===== src/rtl/cfg_i2c_pkg.sv =====
package cfg_i2c_pkg;

    localparam int PTR_W  = 8;
    localparam int BYTE_W = 8;

    // Control register location and bit positions
    localparam logic [PTR_W-1:0] CTRL_ADDR = 8'h02;
    localparam int               RST_BIT   = 4;
    localparam int               PD_BIT    = 5;

    typedef enum logic [2:0] {
        ST_IDLE,
        ST_ADDR,
        ST_ACK,
        ST_RX,
        ST_TX,
        ST_TX_ACK
    } link_state_t;

    typedef struct packed {
        logic              stb;
        logic [PTR_W-1:0]  addr;
        logic [BYTE_W-1:0] data;
    } reg_wr_t;

    function automatic logic [BYTE_W-1:0] reset_value(input int idx,
                                                      input logic [3:0] id,
                                                      input logic [3:0] rev);
        return (idx == 0) ? {id, rev} : '0;
    endfunction

endpackage


===== src/rtl/i2c_glitch_filter.sv =====
module i2c_glitch_filter #(
    parameter int STAGES = 3
) (
    input  logic clk,
    input  logic rst,
    input  logic din,
    output logic dout
);
    logic [STAGES-1:0] hist;

    always_ff @(posedge clk) begin
        if (rst) begin
            hist <= '1;
            dout <= 1'b1;
        end else begin
            hist <= {hist[STAGES-2:0], din};
            if (&hist)
                dout <= 1'b1;
            else if (~|hist)
                dout <= 1'b0;
        end
    end
endmodule


===== src/rtl/i2c_link_engine.sv =====
module i2c_link_engine
    import cfg_i2c_pkg::*;
(
    input  logic              clk,
    input  logic              rst,
    input  logic              scl_f,
    input  logic              sda_f,
    input  logic [6:0]        dev_addr,
    input  logic [BYTE_W-1:0] rd_data,
    output logic [PTR_W-1:0]  ptr,
    output reg_wr_t           wr_bus,
    output logic              sda_oe
);
    link_state_t       state;
    logic              scl_d, sda_d;
    logic [2:0]        bit_cnt;
    logic [BYTE_W-1:0] rx_sh, tx_sh;
    logic              rw_q, ptr_phase, nack_q;

    logic start_c, stop_c, rise_c, fall_c;
    logic [BYTE_W-1:0] byte_in;

    always_comb begin
        start_c = scl_f && scl_d && sda_d && !sda_f;
        stop_c  = scl_f && scl_d && !sda_d && sda_f;
        rise_c  = scl_f && !scl_d;
        fall_c  = !scl_f && scl_d;
        byte_in = {rx_sh[BYTE_W-2:0], sda_f};
    end

    always_ff @(posedge clk) begin
        if (rst) begin
            state     <= ST_IDLE;
            scl_d     <= 1'b1;
            sda_d     <= 1'b1;
            bit_cnt   <= '0;
            rx_sh     <= '0;
            tx_sh     <= '0;
            rw_q      <= 1'b0;
            ptr_phase <= 1'b0;
            nack_q    <= 1'b0;
            ptr       <= '0;
            wr_bus    <= '0;
            sda_oe    <= 1'b0;
        end else begin
            scl_d      <= scl_f;
            sda_d      <= sda_f;
            wr_bus.stb <= 1'b0;
            if (start_c) begin
                state   <= ST_ADDR;
                bit_cnt <= '0;
                sda_oe  <= 1'b0;
            end else if (stop_c) begin
                state  <= ST_IDLE;
                sda_oe <= 1'b0;
            end else begin
                unique case (state)
                    ST_IDLE: ;
                    ST_ADDR: if (rise_c) begin
                        rx_sh   <= byte_in;
                        bit_cnt <= bit_cnt + 3'd1;
                        if (bit_cnt == 3'd7) begin
                            if (rx_sh[6:0] == dev_addr) begin
                                rw_q      <= sda_f;
                                ptr_phase <= 1'b1;
                                state     <= ST_ACK;
                            end else begin
                                state <= ST_IDLE;
                            end
                        end
                    end
                    ST_ACK: if (fall_c) begin
                        if (!sda_oe) begin
                            sda_oe <= 1'b1;
                        end else if (rw_q) begin
                            state   <= ST_TX;
                            tx_sh   <= rd_data;
                            sda_oe  <= ~rd_data[BYTE_W-1];
                            bit_cnt <= '0;
                        end else begin
                            state   <= ST_RX;
                            sda_oe  <= 1'b0;
                            bit_cnt <= '0;
                        end
                    end
                    ST_RX: if (rise_c) begin
                        rx_sh   <= byte_in;
                        bit_cnt <= bit_cnt + 3'd1;
                        if (bit_cnt == 3'd7) begin
                            state <= ST_ACK;
                            if (ptr_phase) begin
                                ptr       <= byte_in;
                                ptr_phase <= 1'b0;
                            end else begin
                                wr_bus.stb  <= 1'b1;
                                wr_bus.addr <= ptr;
                                wr_bus.data <= byte_in;
                                ptr         <= ptr + 1'b1;
                            end
                        end
                    end
                    ST_TX: if (fall_c) begin
                        if (bit_cnt == 3'd7) begin
                            sda_oe <= 1'b0;
                            state  <= ST_TX_ACK;
                            ptr    <= ptr + 1'b1;
                        end else begin
                            bit_cnt <= bit_cnt + 3'd1;
                            tx_sh   <= {tx_sh[BYTE_W-2:0], 1'b0};
                            sda_oe  <= ~tx_sh[BYTE_W-2];
                        end
                    end
                    ST_TX_ACK: begin
                        if (rise_c)
                            nack_q <= sda_f;
                        if (fall_c) begin
                            if (nack_q) begin
                                state <= ST_IDLE;
                            end else begin
                                state   <= ST_TX;
                                tx_sh   <= rd_data;
                                sda_oe  <= ~rd_data[BYTE_W-1];
                                bit_cnt <= '0;
                            end
                        end
                    end
                    default: state <= ST_IDLE;
                endcase
            end
        end
    end
endmodule


===== src/rtl/cfg_reg_bank.sv =====
module cfg_reg_bank
    import cfg_i2c_pkg::*;
#(
    parameter int         NREGS      = 16,
    parameter int         RST_CYCLES = 16,
    parameter logic [3:0] DEV_ID     = 4'h3,
    parameter logic [3:0] DEV_REV    = 4'h1
) (
    input  logic              clk,
    input  logic              rst,
    input  reg_wr_t           wr_bus,
    input  logic [PTR_W-1:0]  rd_addr,
    output logic [BYTE_W-1:0] rd_data,
    output logic              pd_reg,
    output logic              soft_rst
);
    localparam int IDX_W = $clog2(NREGS);
    localparam int CNT_W = $clog2(RST_CYCLES + 1);
    localparam logic [PTR_W:0] LIMIT = (PTR_W+1)'(NREGS);
    localparam logic [IDX_W-1:0] CTRL_IDX = CTRL_ADDR[IDX_W-1:0];

    logic [BYTE_W-1:0] regs [NREGS];
    logic [CNT_W-1:0]  cnt;
    logic              wr_ok, rd_ok;

    always_comb begin
        wr_ok    = wr_bus.stb && ({1'b0, wr_bus.addr} < LIMIT) && (wr_bus.addr != '0);
        rd_ok    = {1'b0, rd_addr} < LIMIT;
        rd_data  = rd_ok ? regs[rd_addr[IDX_W-1:0]] : '0;
        soft_rst = regs[CTRL_IDX][RST_BIT];
        pd_reg   = regs[CTRL_IDX][PD_BIT];
    end

    always_ff @(posedge clk) begin
        if (rst || (soft_rst && cnt == CNT_W'(RST_CYCLES - 1))) begin
            for (int i = 0; i < NREGS; i++)
                regs[i] <= reset_value(i, DEV_ID, DEV_REV);
            cnt <= '0;
        end else begin
            if (soft_rst)
                cnt <= cnt + 1'b1;
            if (wr_ok)
                regs[wr_bus.addr[IDX_W-1:0]] <= wr_bus.data;
        end
    end
endmodule


===== src/rtl/cfg_i2c_slave.sv =====
module cfg_i2c_slave
    import cfg_i2c_pkg::*;
#(
    parameter int         NREGS        = 16,
    parameter int         RST_CYCLES   = 16,
    parameter int         FILT_SAMPLES = 3,
    parameter logic [3:0] DEV_ID       = 4'h3,
    parameter logic [3:0] DEV_REV      = 4'h1
) (
    input  logic       clk,
    input  logic       rst,
    input  logic       scl_i,
    input  logic       sda_i,
    output logic       sda_oe,
    input  logic [6:0] dev_addr,
    input  logic       pd_pin,
    output logic       pd_out,
    output logic       soft_rst
);
    logic              scl_f, sda_f, pd_reg;
    logic [PTR_W-1:0]  ptr;
    logic [BYTE_W-1:0] rd_data;
    reg_wr_t           wr_bus;

    i2c_glitch_filter #(.STAGES(FILT_SAMPLES)) u_scl_filt (
        .clk(clk), .rst(rst), .din(scl_i), .dout(scl_f));

    i2c_glitch_filter #(.STAGES(FILT_SAMPLES)) u_sda_filt (
        .clk(clk), .rst(rst), .din(sda_i), .dout(sda_f));

    i2c_link_engine u_link (
        .clk(clk), .rst(rst), .scl_f(scl_f), .sda_f(sda_f),
        .dev_addr(dev_addr), .rd_data(rd_data), .ptr(ptr),
        .wr_bus(wr_bus), .sda_oe(sda_oe));

    cfg_reg_bank #(
        .NREGS(NREGS), .RST_CYCLES(RST_CYCLES),
        .DEV_ID(DEV_ID), .DEV_REV(DEV_REV)
    ) u_regs (
        .clk(clk), .rst(rst), .wr_bus(wr_bus), .rd_addr(ptr),
        .rd_data(rd_data), .pd_reg(pd_reg), .soft_rst(soft_rst));

    assign pd_out = pd_reg | pd_pin;
endmodule


===== config.mk =====
export PLATFORM = sky130hd
export DESIGN_NAME = cfg_i2c_slave
export DESIGN_NICKNAME = d
export VERILOG_FILES = /design/src/rtl/cfg_i2c_pkg.sv /design/src/rtl/i2c_glitch_filter.sv /design/src/rtl/i2c_link_engine.sv /design/src/rtl/cfg_reg_bank.sv /design/src/rtl/cfg_i2c_slave.sv
export SDC_FILE = /design/constraint.sdc
export NUM_CORES = 1
export LEC_CHECK = 0
export ABC_AREA = 0
export CAP_MARGIN = 20
export CORE_ASPECT_RATIO = 0.75
export CORE_UTILIZATION = 45
export CTS_CLUSTER_SIZE = 12
export DETAILED_ROUTE_END_ITERATION = 16
export HOLD_SLACK_MARGIN = 0.1
export MAX_ROUTING_LAYER = met4
export SETUP_SLACK_MARGIN = 0.5
export SLEW_MARGIN = 20
export SYNTH_ARGS = -nofsm -noshare
export SYNTH_HDL_FRONTEND = slang
export SYNTH_SLANG_ARGS = --single-unit
export TNS_END_PERCENT = 1

===== constraint.sdc =====
create_clock -name clk -period 2.6 [get_ports clk]
set_input_delay 0.39 -clock clk [delete_from_list [all_inputs] [get_ports clk]]
set_output_delay 0.39 -clock clk [all_outputs]
set_load 0.01 [all_outputs]

# ---- After elaboration in Yosys (flattened, before gate mapping)
# Memory sizes are Yosys's and may differ from the RTL's. A register that Yosys moved wholly into a read port is not among the register bits.
# Index checks and enable logic that the tools add are counted.
dict set report word_totals {
  ff_bits 64
  latchBits 0
  ram_bits 128
  romBits 0
  inputBits 12
  output_inout_bits 3
  elab_cells 174
  n_memories 1
}
dict set report op_classes {
  addsub 3
  multipliers 0
  div_mod_pow 0
  magnitude_cmp 2
  eq_ne 32
  shifts 0
  mux 63
  n_bitwise 10
  n_reduce_logical 43
}
# memory depth width rd rd_ports_with_merged_regs wr line
set memory_table {}
lappend memory_table {u_regs.regs 16 8 2 1 16 cfg_reg_bank.sv:22} ;# logic [BYTE_W-1:0] regs [NREGS];
# cell count
set op_table {}
lappend op_table {{$mux W8} 7}
lappend op_table {{$mux W3} 18}
lappend op_table {{$mux W7} 7}
lappend op_table {{$ne A4 B1 Y1 const B} 9}
lappend op_table {{$reduce_and A10 Y1} 3}
lappend op_table {{$ne A2 B1 Y1 const B} 12}
lappend op_table {{$pmux W7 S3} 1}
lappend op_table {{$mux W1} 20}
lappend op_table {{$pmux W3 S6} 1}
lappend op_table {{$mux W17} 1}
lappend op_table {{$lt A8 B5 Y1 const B} 2}
lappend op_table {{$pmux W8 S2} 1}
lappend op_table {{$mux W4} 3}
lappend op_table {{$pmux W3 S4} 1}
lappend op_table {{$reduce_and A6 Y1} 2}
lappend op_table {{$logic_and A1 B1 Y1} 10}
lappend op_table {{$eq A3 B3 Y1 const B} 3}
lappend op_table {{$not A1 Y1} 9}
lappend op_table {{$reduce_and A9 Y1} 1}
lappend op_table {{$reduce_or A3 Y1} 3}
lappend op_table {{$add A8 B1 Y8 const B} 1}
lappend op_table {{$reduce_and A4 Y1} 2}
lappend op_table {{$reduce_and A8 Y1} 1}
lappend op_table {{$reduce_bool A8 Y1} 1}
lappend op_table {{24 further kinds} 34}

# ---- Longest topological paths before layout
dict set report logic_depth {
  depth_word 8
  ltp_mapped 8
  mapped_depth_nobuf 8
}

# ---- By module
# A second synthesis with hierarchy kept.
dict set report hier_totals {
  hier_cells 778
  area_unflattened_um2 9328.9
}
# module instances cells_per_inst area_per_inst_um2 seq_area_each_um2
set by_module_without_submodules {}
lappend by_module_without_submodules {cfg_reg_bank 1 417 6436.2 3943.8}
lappend by_module_without_submodules {i2c_link_engine 1 338 2651.3 1021.0}
lappend by_module_without_submodules {i2c_glitch_filter 2 11 117.6 80.1}
lappend by_module_without_submodules {cfg_i2c_slave 1 1 6.3 0.0}

# ---- Worst setup path after synthesis
# No wires, ideal clock.
dict set report synth_timing {
  path_kind {register to register}
  startpoint {reg u_regs.cnt[0]}
  endpoint {mem u_regs.regs[7][0] (enable)}
  setup_time_ns 0.384
  t_arrival_ns 2.228
  required_time_ns 2.216
  setup_slack_ns -0.012
  stages_incl_launch_ff 8
  n_path_buf 0
  period_less_slack_ns 2.612
  cell_sequence {dfxtp_1 > ha_1 > and3_1 > ha_1 > a21oi_2 > and3_1 > nand3_1 > o21ai_0}
}
# element line
set synth_rtl {}
lappend synth_rtl {{start, declared} cfg_reg_bank.sv:23} ;# logic [CNT_W-1:0] cnt;
lappend synth_rtl {{start signal, assigned} cfg_reg_bank.sv:41} ;# cnt <= cnt + 1'b1;
lappend synth_rtl {{end, declared} cfg_reg_bank.sv:22}

==> impl_results.md <==
* Status: finished with violations
* Violated checks: DRC
* Via count at around 5900
* Setup_tns at 0 ps
* Initial Util at between 40% and 50%
* Worst-Margin Slew at approximately 780 ps
* HP Class: reg -> reg
* # DRC at 2
* CTS root buf: clkbuf_16
* Boundary Pins at 15
* Max Clock Freq at 0.450 GHz
* CP delay by family, top: simple AND/OR/NAND/NOR gates
* CTS HTree Levels at 4
* Syn avg cell area at ~13 sq um
* Yosys warns at 0
* FP Rows at 44
* DIE AREA at between 0.02 and 0.025 sq mm
* Post-route ant nets at 0
* CP Data Required Time at approximately 2700 ps
* Slowest CP cell: dfxtp_2
* Final setup viols at 0
* Synth Area in Simple Gates at 18.1%
* Final hold vios at 0
* Area growth syn-to-layout at 14.3%
* Post-Synth Adder-Cell Area at 0.685%
* Cts bufs inserted at 17
* Mux cell area share after synthesis at approximately an eighth
* First-pass GRT wire length at ~34 mm
* Die H at between 100 and 150 um
* Top FF cell, synth: edfxtp_1
* Critical Path AT at 2350 ps
* Clock Path Buffers at 2
* Commonest non-fill, non-tap cell in the layout: edfxtp_1
* Final Cycle Share at a little under nine tenths
* Drt initial violations at about 590
* Buf+Inv Stages, Crit Path at 2
* Crit start category: register
* Leakage at 3.73 nW
* Number of diodes at 0
* Slew headroom at about half
* Crit Path Class: reg -> reg
* XOR/XNOR share of the synthesized area at under 10%
* Max incr delay on CP at 340 ps
* # clock sinks at 196
* Mapped Cells at 724
* GR peak layer: met1
* RSZ-0062 raised after global routing: yes
* Max-cap violations at 0
* Flop2flop setup slack at approximately 380 ps
* Reg power frac at between 50% and 60%
* Grt ovf at 0
* Overall routed net length at about 22 mm
* Register clock-pin slew on the reported worst setup and hold paths at about 70 ps
* Worst Skew at between 9 and 10 ps
* Comb power frac at approximately 3%
* Count of input and output buffers at 14
* Core area at 0.0196 sq mm
* Max IR drop VDD at 0.000417 V
* Yosys reg bits at about 200
* Layout cells sized above 1 at between 10% and 20%
* Routability cong. at ~0.88
* Fin. max-slew vios at 0
* Switching power total at between 0.001 and 0.0015 W
* Clock Power Share at a little over two fifths
* Clock latency on the worst-skew pair at between 400 and 500 ps
* Leading cell types in the layout, fill and taps excluded: 128 x edfxtp_1, 125 x and2_1, 64 x dfxtp_1
* Router iterations before antenna repair at 11
* DR vias/cell at 5.76
* Unique masters post-synth at 67
* Largest net degree at the start of global routing at a little under 60
* Die X-Extent at about 170 um
* Crit-path max FO at 8
* Met2 Use GR at 32.9%
* WL/cell at 21.4 um
* Seq/Total Area, Yosys at 57.0%
* Worst setup EP type: register
* Switch share at a little over a fifth
* Async set or reset register ratio after synthesis at 0%
* Total track usage at between 20% and 30%
* Minimum clock period after layout at approximately 2200 ps
* Vias in the first global route at 5824
* Utilization after layout at between 50% and 60%
* Largest family of logic cells by synthesized area: simple AND/OR/NAND/NOR gates
* HPWL after DPL at between 10 and 15 mm
* Antenna violations before repair at 0
* Layout net count at 770
* Post-synthesis cell area at 0.00913 sq mm
* P_int at just under 0.005 W
* EDFF count, synth at between 100 and 150
* Met3 Usage GRT at 3.86%
* Power density over cell area at a little over 600 mW/mm^2
* CTS tree: built
* Met1 Use GR at 33.7%
* Post-synthesis compound-gate area fraction at 7.31%
* CP Cell Sequence: ha_4 -> and3_4 -> ha_4 -> a21oi_4 -> and3_4 -> nand3b_1 -> buf_6 -> o21ai_1 -> buf_4
timing repair:
action                     CTS  global route
hold buffers                 0             0
setup endpoints to repair  237           248
buffers inserted             4             1
pin swaps                    5             8
gates resized for setup      6            23
gates cloned                 0             0
Yosys cell counts (10+ instances only):
library cell  count  share of area, %
nand2b_1         12              0.82
a221oi_1         11               1.1
a21oi_1          20               1.1
nand3_1          13              0.71
mux4_1           10               2.9
o21ai_0          27               1.5
mux2_2           12               1.5
clkbuf_1         18              0.74
edfxtp_1        128                42
nor2_1           62               2.6
inv_1            18              0.74
mux4_2           21               5.2
dfxtp_1          68                15
and2_1          125               8.6
mux2i_1          25               2.7
nand2_1          22              0.90
power groups by stage:
stage                     Combinational (W)  Sequential, W  Clock [W]
final                              0.000191        0.00342    0.00269
after global routing               0.000207        0.00342    0.00286
after CTS                          0.000185        0.00342    0.00273
after detailed placement           0.000178        0.00349          0
after global placement             0.000172        0.00349          0
after floorplan                    0.000110        0.00347          0
sequential cells by signal, indices dropped and copies added (netlist names), 3 cells and up, named ones only:
register         cells
u_link.ptr           8
u_regs.cnt           5
u_sda_filt.hist      3
u_link.rx_sh         7
u_link.wr_bus       17
u_link.tx_sh         7
u_link.state         3
u_link.bit_cnt       3
u_regs.regs        128
u_scl_filt.hist      3
final timing paths:
| kind | start | cells past startpoint | to |
|---|---|---|---|
| setup / recovery | u_regs.cnt[1] | 9 | u_regs.regs[9][5] |
| hold / removal | u_link.tx_sh[5] | 2 | u_link.tx_sh[5] |
| setup reg to reg | u_regs.cnt[1] | 9 | u_regs.regs[9][5] |
| hold reg to reg | u_link.tx_sh[5] | 2 | u_link.tx_sh[5] |
worst min-delay path, stage by stage (launching register included):
cell and delay, ps:
dfxtp_1 320, inv_1 50, a221oi_1 60
cells by family (layout without fill, tap and decap cells):
kind of cell	Yosys count	after routing
AO/OA/AOI/OAI	95	95
XOR/XNOR	11	11
other	2	8
buffers and inverters	58	94
multiplexers	68	68
flip-flops	196	196
AND/OR/NAND/NOR	289	289
adder cells (fa/ha/maj)	5	5
cell type report:
class	instances	area [sq um]
fillers	1649	9170
well taps	253	317
flip-flops and latches	196	5210
clock buffers	20	489
inverters	18	67.6
clock inverters	12	114
multi-input cells	476	3840
repair buffers	44	393
layer usage:
layer / share of wire (%) / routed length [um]
met3: 5.2 / 1140
met4: 0.76 / 167
met2: 45 / 9800
met1: 49 / 10700
met5: 0 / 0
per-stage QoR:
step / total power (W) / hold slack (ps) / area, sq um / cells / setup slack (ps)
floorplan: 0.00358 / 436 / 9240 / 730 / 226
global placement: 0.00366 / 442 / 9640 / 982 / 215
detailed placement: 0.00367 / 461 / 9640 / 982 / 146
CTS: 0.00633 / 473 / 10300 / 1018 / 240
global route: 0.00649 / 493 / 10400 / 1019 / 316
finish: 0.00630 / 474 / 10400 / 1019 / 378
Note: power is estimated with default switching activity, not from simulation.
